## config.mk

```make
export PLATFORM = sky130hd
export DESIGN_NAME = decay_ctrl
export DESIGN_NICKNAME = d
export VERILOG_FILES = /design/src/rtl/decay_pkg.sv /design/src/rtl/decay_timer.sv /design/src/rtl/sr_guard.sv /design/src/rtl/gate_seq.sv /design/src/rtl/decay_ctrl.sv
export SDC_FILE = /design/constraint.sdc
export NUM_CORES = 1
export LEC_CHECK = 0
export ABC_AREA = 1
export ABC_CLOCK_PERIOD_IN_PS = 2000
export CORE_ASPECT_RATIO = 1.2
export CORE_MARGIN = 2
export CORE_UTILIZATION = 25
export CTS_CLUSTER_DIAMETER = 50
export DETAILED_ROUTE_END_ITERATION = 6
export DONT_BUFFER_PORTS = 1
export PLACE_DENSITY = 0.42
export SLEW_MARGIN = 20
export SYNTH_ARGS = -nofsm -noshare
export SYNTH_HDL_FRONTEND = slang
export SYNTH_SLANG_ARGS = --single-unit
```

## constraint.sdc

```tcl
create_clock -name clk -period 2 [get_ports clk]
set_input_delay 0.6 -clock clk [delete_from_list [all_inputs] [get_ports clk]]
set_output_delay 0.6 -clock clk [all_outputs]
set_load 0.1 [all_outputs]
```

## src/rtl/decay_pkg.sv

```systemverilog
package decay_pkg;

  localparam int GATE_W = 4;
  localparam int GI_AH  = 0;
  localparam int GI_AL  = 1;
  localparam int GI_BH  = 2;
  localparam int GI_BL  = 3;

  typedef enum logic [1:0] {
    SR_ACTIVE  = 2'b00,
    SR_PASSIVE = 2'b01,
    SR_NONE_A  = 2'b10,
    SR_NONE_B  = 2'b11
  } sr_mode_e;

  // Fast decay drives the diagonal opposite to the on-phase one.
  function automatic logic [GATE_W-1:0] fast_pattern(input logic dir);
    logic [GATE_W-1:0] p;
    p = '0;
    if (dir) begin
      p[GI_AL] = 1'b1;
      p[GI_BH] = 1'b1;
    end else begin
      p[GI_AH] = 1'b1;
      p[GI_BL] = 1'b1;
    end
    return p;
  endfunction

  function automatic logic [GATE_W-1:0] slow_pattern();
    logic [GATE_W-1:0] p;
    p = '0;
    p[GI_AL] = 1'b1;
    p[GI_BL] = 1'b1;
    return p;
  endfunction

endpackage

```

## src/rtl/decay_timer.sv

```systemverilog
module decay_timer #(
  parameter int OFF_W   = 8,
  parameter int CODE_W  = 4,
  parameter int FD_TICK = 4
) (
  input  logic              clk,
  input  logic              rst,
  input  logic              start,
  input  logic              mixed,
  input  logic [OFF_W-1:0]  off_len,
  input  logic [CODE_W-1:0] fd_code,
  output logic              in_off,
  output logic              fast,
  output logic              ending
);

  localparam int FD_W = CODE_W + $clog2(FD_TICK) + 1;

  logic [OFF_W-1:0] off_cnt_q;
  logic [FD_W-1:0]  fd_cnt_q;
  logic             in_off_q;
  logic [FD_W-1:0]  fd_load;

  assign fd_load = FD_W'(fd_code) * FD_W'(FD_TICK);
  assign ending  = in_off_q && (off_cnt_q <= OFF_W'(1));
  assign in_off  = in_off_q;
  assign fast    = in_off_q && mixed && (fd_cnt_q != '0);

  always_ff @(posedge clk) begin
    if (rst) begin
      in_off_q  <= 1'b0;
      off_cnt_q <= '0;
      fd_cnt_q  <= '0;
    end else if (start) begin
      in_off_q  <= 1'b1;
      off_cnt_q <= off_len;
      fd_cnt_q  <= fd_load;
    end else if (in_off_q) begin
      if (ending) begin
        in_off_q  <= 1'b0;
        off_cnt_q <= '0;
        fd_cnt_q  <= '0;
      end else begin
        off_cnt_q <= off_cnt_q - OFF_W'(1);
        fd_cnt_q  <= (fd_cnt_q != '0) ? fd_cnt_q - FD_W'(1) : '0;
      end
    end
  end

  AST_OFF_ENDS: assert property (@(posedge clk) disable iff (rst)
    (in_off_q && off_cnt_q <= OFF_W'(1) && !start) |=> !in_off_q);

  AST_START_OPENS: assert property (@(posedge clk) disable iff (rst)
    start |=> in_off_q);

endmodule

```

## src/rtl/sr_guard.sv

```systemverilog
module sr_guard
  import decay_pkg::*;
(
  input  logic       clk,
  input  logic       rst,
  input  logic       start,
  input  logic       ending,
  input  logic       in_off,
  input  logic [1:0] sr_mode,
  input  logic       zero_det,
  input  logic       rev_trip,
  output logic       cut
);

  logic cut_q;
  logic set_cut;

  always_comb begin
    set_cut = 1'b0;
    if (in_off) begin
      unique case (sr_mode_e'(sr_mode))
        SR_ACTIVE:  set_cut = zero_det;
        SR_PASSIVE: set_cut = rev_trip;
        default:    set_cut = 1'b0;
      endcase
    end
  end

  always_ff @(posedge clk) begin
    if (rst)           cut_q <= 1'b0;
    else if (start)    cut_q <= 1'b0;
    else if (ending)   cut_q <= 1'b0;
    else if (set_cut)  cut_q <= 1'b1;
  end

  assign cut = cut_q;

  AST_CUT_CLEARS_ON_START: assert property (@(posedge clk) disable iff (rst)
    start |=> !cut_q);

  AST_CUT_ONLY_IN_OFF: assert property (@(posedge clk) disable iff (rst)
    (!in_off && !start) |=> !cut_q);

endmodule

```

## src/rtl/gate_seq.sv

```systemverilog
module gate_seq
  import decay_pkg::*;
(
  input  logic              clk,
  input  logic              rst,
  input  logic              in_off,
  input  logic              fast,
  input  logic              cut,
  input  logic              sr_disabled,
  input  logic              dir,
  input  logic [GATE_W-1:0] on_gates,
  input  logic              fault,
  output logic [GATE_W-1:0] gate
);

  logic [GATE_W-1:0] target;
  logic [GATE_W-1:0] gate_q;
  logic [GATE_W-1:0] gate_d;

  always_comb begin
    if (!in_off)                target = on_gates;
    else if (sr_disabled || cut) target = '0;
    else if (fast)              target = fast_pattern(dir);
    else                        target = slow_pattern();
  end

  always_comb begin
    if (fault)
      gate_d = '0;
    else if (gate_q != '0 && target != '0 && target != gate_q)
      gate_d = '0;
    else
      gate_d = target;
  end

  always_ff @(posedge clk) begin
    if (rst) gate_q <= '0;
    else     gate_q <= gate_d;
  end

  assign gate = gate_q;

  AST_FAULT_BLANKS: assert property (@(posedge clk) disable iff (rst)
    fault |=> (gate_q == '0));

  AST_DEAD_GAP: assert property (@(posedge clk) disable iff (rst)
    (gate_q != '0) |=> (gate_q == '0 || gate_q == $past(gate_q)));

  AST_DISABLED_DARK: assert property (@(posedge clk) disable iff (rst)
    (in_off && sr_disabled) |=> (gate_q == '0));

endmodule

```

## src/rtl/decay_ctrl.sv

```systemverilog
module decay_ctrl
  import decay_pkg::*;
#(
  parameter int OFF_W   = 8,
  parameter int CODE_W  = 4,
  parameter int FD_TICK = 4
) (
  input  logic              clk,
  input  logic              rst,
  input  logic              off_start,
  input  logic [OFF_W-1:0]  off_len,
  input  logic              decay_mixed,
  input  logic [CODE_W-1:0] fd_code,
  input  logic [1:0]        sr_mode,
  input  logic              cur_dir,
  input  logic              zero_det,
  input  logic              rev_trip,
  input  logic              ot_fault,
  input  logic              uv_fault,
  input  logic [3:0]        on_gates,
  output logic [3:0]        gate_en,
  output logic              off_phase
);

  logic in_off;
  logic fast;
  logic ending;
  logic cut;

  decay_timer #(
    .OFF_W  (OFF_W),
    .CODE_W (CODE_W),
    .FD_TICK(FD_TICK)
  ) timer_i (
    .clk    (clk),
    .rst    (rst),
    .start  (off_start),
    .mixed  (decay_mixed),
    .off_len(off_len),
    .fd_code(fd_code),
    .in_off (in_off),
    .fast   (fast),
    .ending (ending)
  );

  sr_guard guard_i (
    .clk     (clk),
    .rst     (rst),
    .start   (off_start),
    .ending  (ending),
    .in_off  (in_off),
    .sr_mode (sr_mode),
    .zero_det(zero_det),
    .rev_trip(rev_trip),
    .cut     (cut)
  );

  gate_seq seq_i (
    .clk        (clk),
    .rst        (rst),
    .in_off     (in_off),
    .fast       (fast),
    .cut        (cut),
    .sr_disabled(sr_mode[1]),
    .dir        (cur_dir),
    .on_gates   (on_gates),
    .fault      (ot_fault | uv_fault),
    .gate       (gate_en)
  );

  assign off_phase = in_off;

  AST_FAST_ONLY_MIXED: assert property (@(posedge clk) disable iff (rst)
    (!decay_mixed && in_off && !cut && sr_mode == 2'b00 && !ot_fault && !uv_fault
     && gate_en != 4'b0000 && off_phase) |=> (gate_en != 4'b0110 || $past(on_gates) == 4'b0110));

endmodule

```

# After elaboration in Yosys (flattened, before gate mapping)
# Index checks and enable logic that the tools add are counted.
# W data, S select, Z words.
# classes
reduce_logical	14
bitwise	1
n_eq_ne	2
addsub	2
n_mux	17
n_lt_le_gt_ge	1
# op_table
cell	n
$mux W8	3
$mux W7	2
$mux W4	3
$mux W6	2
$le A8 B1 Y1 const B	1
$reduce_bool A4 Y1	2
$sub A8 B1 Y8 const B	1
$reduce_bool A7 Y1	1
$sub A7 B1 Y7 const B	1
$reduce_or A3 Y1	2
$logic_and A1 B1 Y1	5
$mux W1	5
$ne A4 B4 Y1	1
$eq A2 B1 Y1 const B	1
$logic_not A2 Y1	1
$mux W2	1
$pmux W1 S2	1
$reduce_bool A2 Y1	1
$reduce_or A2 Y1	1
$logic_or A1 B1 Y1	1
$or A1 B1 Y1	1
# totals
elab_cells	43
output_inout_bits	5
reg_bits	21
in_bits	27

# Longest topological paths before layout
# logic_depth
ltp_word	9
ltp_mapped	15

# Hierarchy
# A second synthesis with hierarchy kept.
# unflattened
hier_cells	214
area_unflattened_um2	1455.1
# modules_own_cells
mod	area_per_inst_um2	n_inst	cells_per_inst	seq_area_each_um2
decay_timer	1033.5	1	138	320.3
gate_seq	325.3	1	59	80.1
sr_guard	85.1	1	14	20.0
decay_ctrl	11.3	1	3	0.0

# Least setup slack after synthesis
# OpenSTA, ideal clock, no wires.
# synth_path
kind	register to register
from	register timer_i.in_off_q, in the netlist timer_i.in_off
to	register timer_i.fd_cnt_q[2]
arrival_time_ns	1.866
slack_ns	0.059
synth_period_minus_slack_ns	1.941
stages_incl_launch_ff	7
cell_sequence	dfxtp_1 > inv_2 > nor2_2 > nand2_1 > nor2_1 > nand2_1 > a31oi_1
# synth_via
elab_chain_len	4
# synth_lines
element	line_no	source
start: declaration	decay_timer.sv:21	logic in_off_q;
start signal: assignment	decay_timer.sv:31	in_off_q <= 1'b0;
start signal: assignment	decay_timer.sv:35	in_off_q <= 1'b1;
start signal: assignment	decay_timer.sv:40	in_off_q <= 1'b0;
$logic_and A1 B1 Y1	decay_timer.sv:25	assign ending = in_off_q && (off_cnt_q <= OFF_W'(1));
$mux W7	decay_timer.sv:39	if (ending) begin
$mux W6	decay_timer.sv:38	end else if (in_off_q) begin
$mux W6	decay_timer.sv:34	end else if (start) begin
end signal: assignment	decay_timer.sv:37	fd_cnt_q <= fd_load;
end signal: assignment	decay_timer.sv:45	fd_cnt_q <= (fd_cnt_q != '0) ? fd_cnt_q - FD_W'(1) : '0;
end: declaration	decay_timer.sv:20	logic [FD_W-1:0] fd_cnt_q;
# Several ways; a longest one is shown, not always the timed one. The select of a mux whose other input is x is not followed.
# A chain may end at the register's enable or synchronous reset.

# Final worst setup path
# layout_path
from	register timer_i.in_off_q, in the netlist timer_i.in_off
to	output port off_phase
# layout_lines
element	line_no	source
end: declaration	decay_ctrl.sv:22	output logic off_phase
# No word-level cell between the ends.

==> impl_results.md <==
* Share of flip-flops with an asynchronous set or reset at 0%
* Vias/cell at 4.47
* CP max FO at 7
* Latest clock arrival within the worst-skew pair at 0.26 ns
* Starting density of the core at 26.0%
* Crit path cell chain: buf_4
* Worst Path Buf+Inv at 1
* CP startpoint kind: flip-flop
* Leading area contributor after synthesis: dfxtp_1
* All-Layer GR Usage at around an eighth
* Tightest Pin Transition at approximately 0.48 ns
* Max stage delay cell, worst path: dfxtp_1
* Main synth FF type: dfxtp_1
* Detailed Routing Iterations Pass 1 at 4
* Synth top area cells: dfxtp_1 33%, nand2_1 15%, inv_1 7.6%, nor2_1 5.8%, a31oi_1 4.4%
* Global route overflow at 0
* Post-synthesis register bit count at 21
* CP startpoint: timer_i.in_off
* Crit path capture type: primary output
* Post CTS Setup Buffer Count at 0
* Design Power at 1030 uW
* Layout fillers at 550
* Slowest Stage Delay on Critical Path at 0.53 ns
* Post-synthesis cell type count at 28
* Data arrival, critical path at 1.15 ns
* Area Growth Syn to Fin at 12.3%
* Initial drt markers at 46
* Synth warn at 0
* FP Rows at 28
* DIE HEIGHT at roughly 82 um
* Fin area at 0.00144 mm2
* Reg-to-reg endpoint: seq_i.gate[1]
* Pin count of the biggest net entering global routing at 15
* R2R depth at 14
* Max Freq at 0.572 GHz
* Standby leakage power at 0.000639 uW
* Final period utilization at 87.5%
* Slew margin rel. at 67.4%
* CTS root buf: clkbuf_8
* Synthesized Nets at 224
* Hold Vio Cnt, Final at 0
* Family with the most delay on the worst path: flip-flops
* CTS resizes at 0
* R2r startpoint: timer_i.fd_cnt_q[0]
* Synth Instances at 194
* Drt drc at 0
* Power per Cell Area at 714 mW/mm2
* Die X at 69.4 um
* Initial antenna violation count at 0
* Number of global-route vias before repair at approximately 1,200
* Worst path depth at 1
* Placed cell areas at 0.00140 mm2
* Clock Path Buffers at 2
* # clock sinks at 21
* First-pass GRT wire length at 5420 um
* Ant diodes at 0
* List of most frequent post-synthesis cells: 51 x nand2_1, 26 x inv_1, 21 x dfxtp_1
* Reg area at 420 um2
* Final GP Congestion at about 0.78
* CTS Buf Count at 3
* Antenna-violating nets left at 0
* Setup TNS at 0 ns
* Outcome: finished, final reports clean
* Final slew viol count at 0
* Crit path required time at 1.40 ns
* Synth top area share at about a third
* RSZ-0062 raised after global routing: false
* # nets final at 233
* Critical path class: reg -> out
* Cell with the most instances after synthesis: nand2_1
* Critical path endpoint: off_phase
* H-tree depth at 1
* Synthesized area per cell at 6.62 um2
* Area of the multi-input gates at 746 um2
* Minimum clock period at between 1.5 and 2 ns
* R2R setup slack at about 0.28 ns
* Setup-failing EPs final at 0
* Setup Skew at approximately 0.0044 ns
* WL per Instance at 12.0 um
* HPWL after DPL at 2560 um
* Peak VDD IR at 221 uV
* DRT Wirelength at 3150 um
* CTS clk-pin slew, worst paths at 0.08 ns
* Post-layout util at 29.2%
* # port buffers at 0
* Max-cap violations at 0
* Die area at 0.00573 mm2
* Via count at 1,172
* Cell Area, Synth at 0.00128 mm2
* Min-Delay Path Class: in -> reg
* Register area share after synthesis at between 30% and 40%
* Hold_ws at 0.399 ns
* CTS tree: yes
* Boundary Pins at 32
* Share of cells above drive strength 1 at 12.9%
* Number of flops mapped to enable cells by yosys at 0
* CTS Hold Bufs at 0
* Core area at 0.00494 mm2
==> cell families after synthesis <==
family          after synthesis  synth area share [%]
simple gates                110                  40.5
buf+inv                      31                  9.16
compound gates               22                  9.84
flops                        21                  32.7
xor+xnor                      7                  4.78
fa+ha+maj                     3                  2.92
==> registers in the layout, indices dropped and copies added, names as in the netlist <==
name,count
guard_i.cut,1
seq_i.gate,4
timer_i.in_off,1
timer_i.off_cnt_q,8
timer_i.fd_cnt_q,7
==> worst min-delay path by stage <==
stage	start	endpoint	slack [ns]	cells after the start
after floorplan	guard_i.cut	guard_i.cut	0.42	2
after global placement	guard_i.cut	guard_i.cut	0.44	2
after detailed placement	guard_i.cut	guard_i.cut	0.44	2
after CTS	rst	timer_i.fd_cnt_q[4]	0.39	1
after global routing	rst	timer_i.off_cnt_q[7]	0.38	1
final	rst	timer_i.fd_cnt_q[2]	0.40	1
==> through the flow <==
step,setup WS [ns],cells
3_5_place_dp,0.276,258
4_1_cts,0.236,262
5_1_grt,0.0460,262
2_1_floorplan,0.0593,194
6_report,0.251,262
3_3_place_gp,0.277,258
==> routing by layer <==
metal	vias to the layer above	routed length, um	part of all wire, %	GRT usage [%]
met2	12	1610	51	22.2
li1	635	-	-	-
met4	0	46	1.5	4.12
met1	521	1420	45	13.7
met5	-	0	0	0
met3	4	84	2.7	2.31
==> where the power goes <==
group          internal [uW]  switching (uW)  leakage (uW)
sequential               446            28.9      0.000172
clock                    142             135     0.0000228
combinational            100             177      0.000443
==> final cells by class <==
cell class                 instances  share of cell area (%)
sequential                        21                    29.2
tap                               60                    5.21
inverter                          29                    7.64
multi-input combinational        142                    51.7
clock buffer                       4                    3.13
timing repair buffer               6                    3.13
==> cell usage in the layout (no fill, tap or decap) <==
cell | Yosys | routed
nand2_1 | 51 | 51
inv_1 | 26 | 26
dfxtp_1 | 21 | 21
nor2_1 | 20 | 20
nand3_1 | 10 | 10
a31oi_1 | 9 | 9
o21ai_0 | 6 | 6
nand2_2 | 6 | 6
buf_4 | 0 | 6
nor3_1 | 5 | 5
a21oi_1 | 5 | 5
xor2_1 | 4 | 4
nor2_2 | 3 | 3
nor2_4 | 3 | 3
xnor2_1 | 3 | 3
nand4_1 | 3 | 3
nor4_1 | 3 | 3
ha_1 | 3 | 3
clkbuf_8 | 0 | 3
inv_2 | 2 | 2
nand3_4 | 1 | 1
clkinv_2 | 1 | 1
nor3b_1 | 1 | 1
o2111ai_1 | 1 | 1
nand3b_1 | 1 | 1
or2_2 | 1 | 1
or2_1 | 1 | 1
o22ai_1 | 1 | 1
and2_1 | 1 | 1
clkbuf_1 | 2 | 1
Note: power is estimated with default switching activity, not from simulation.
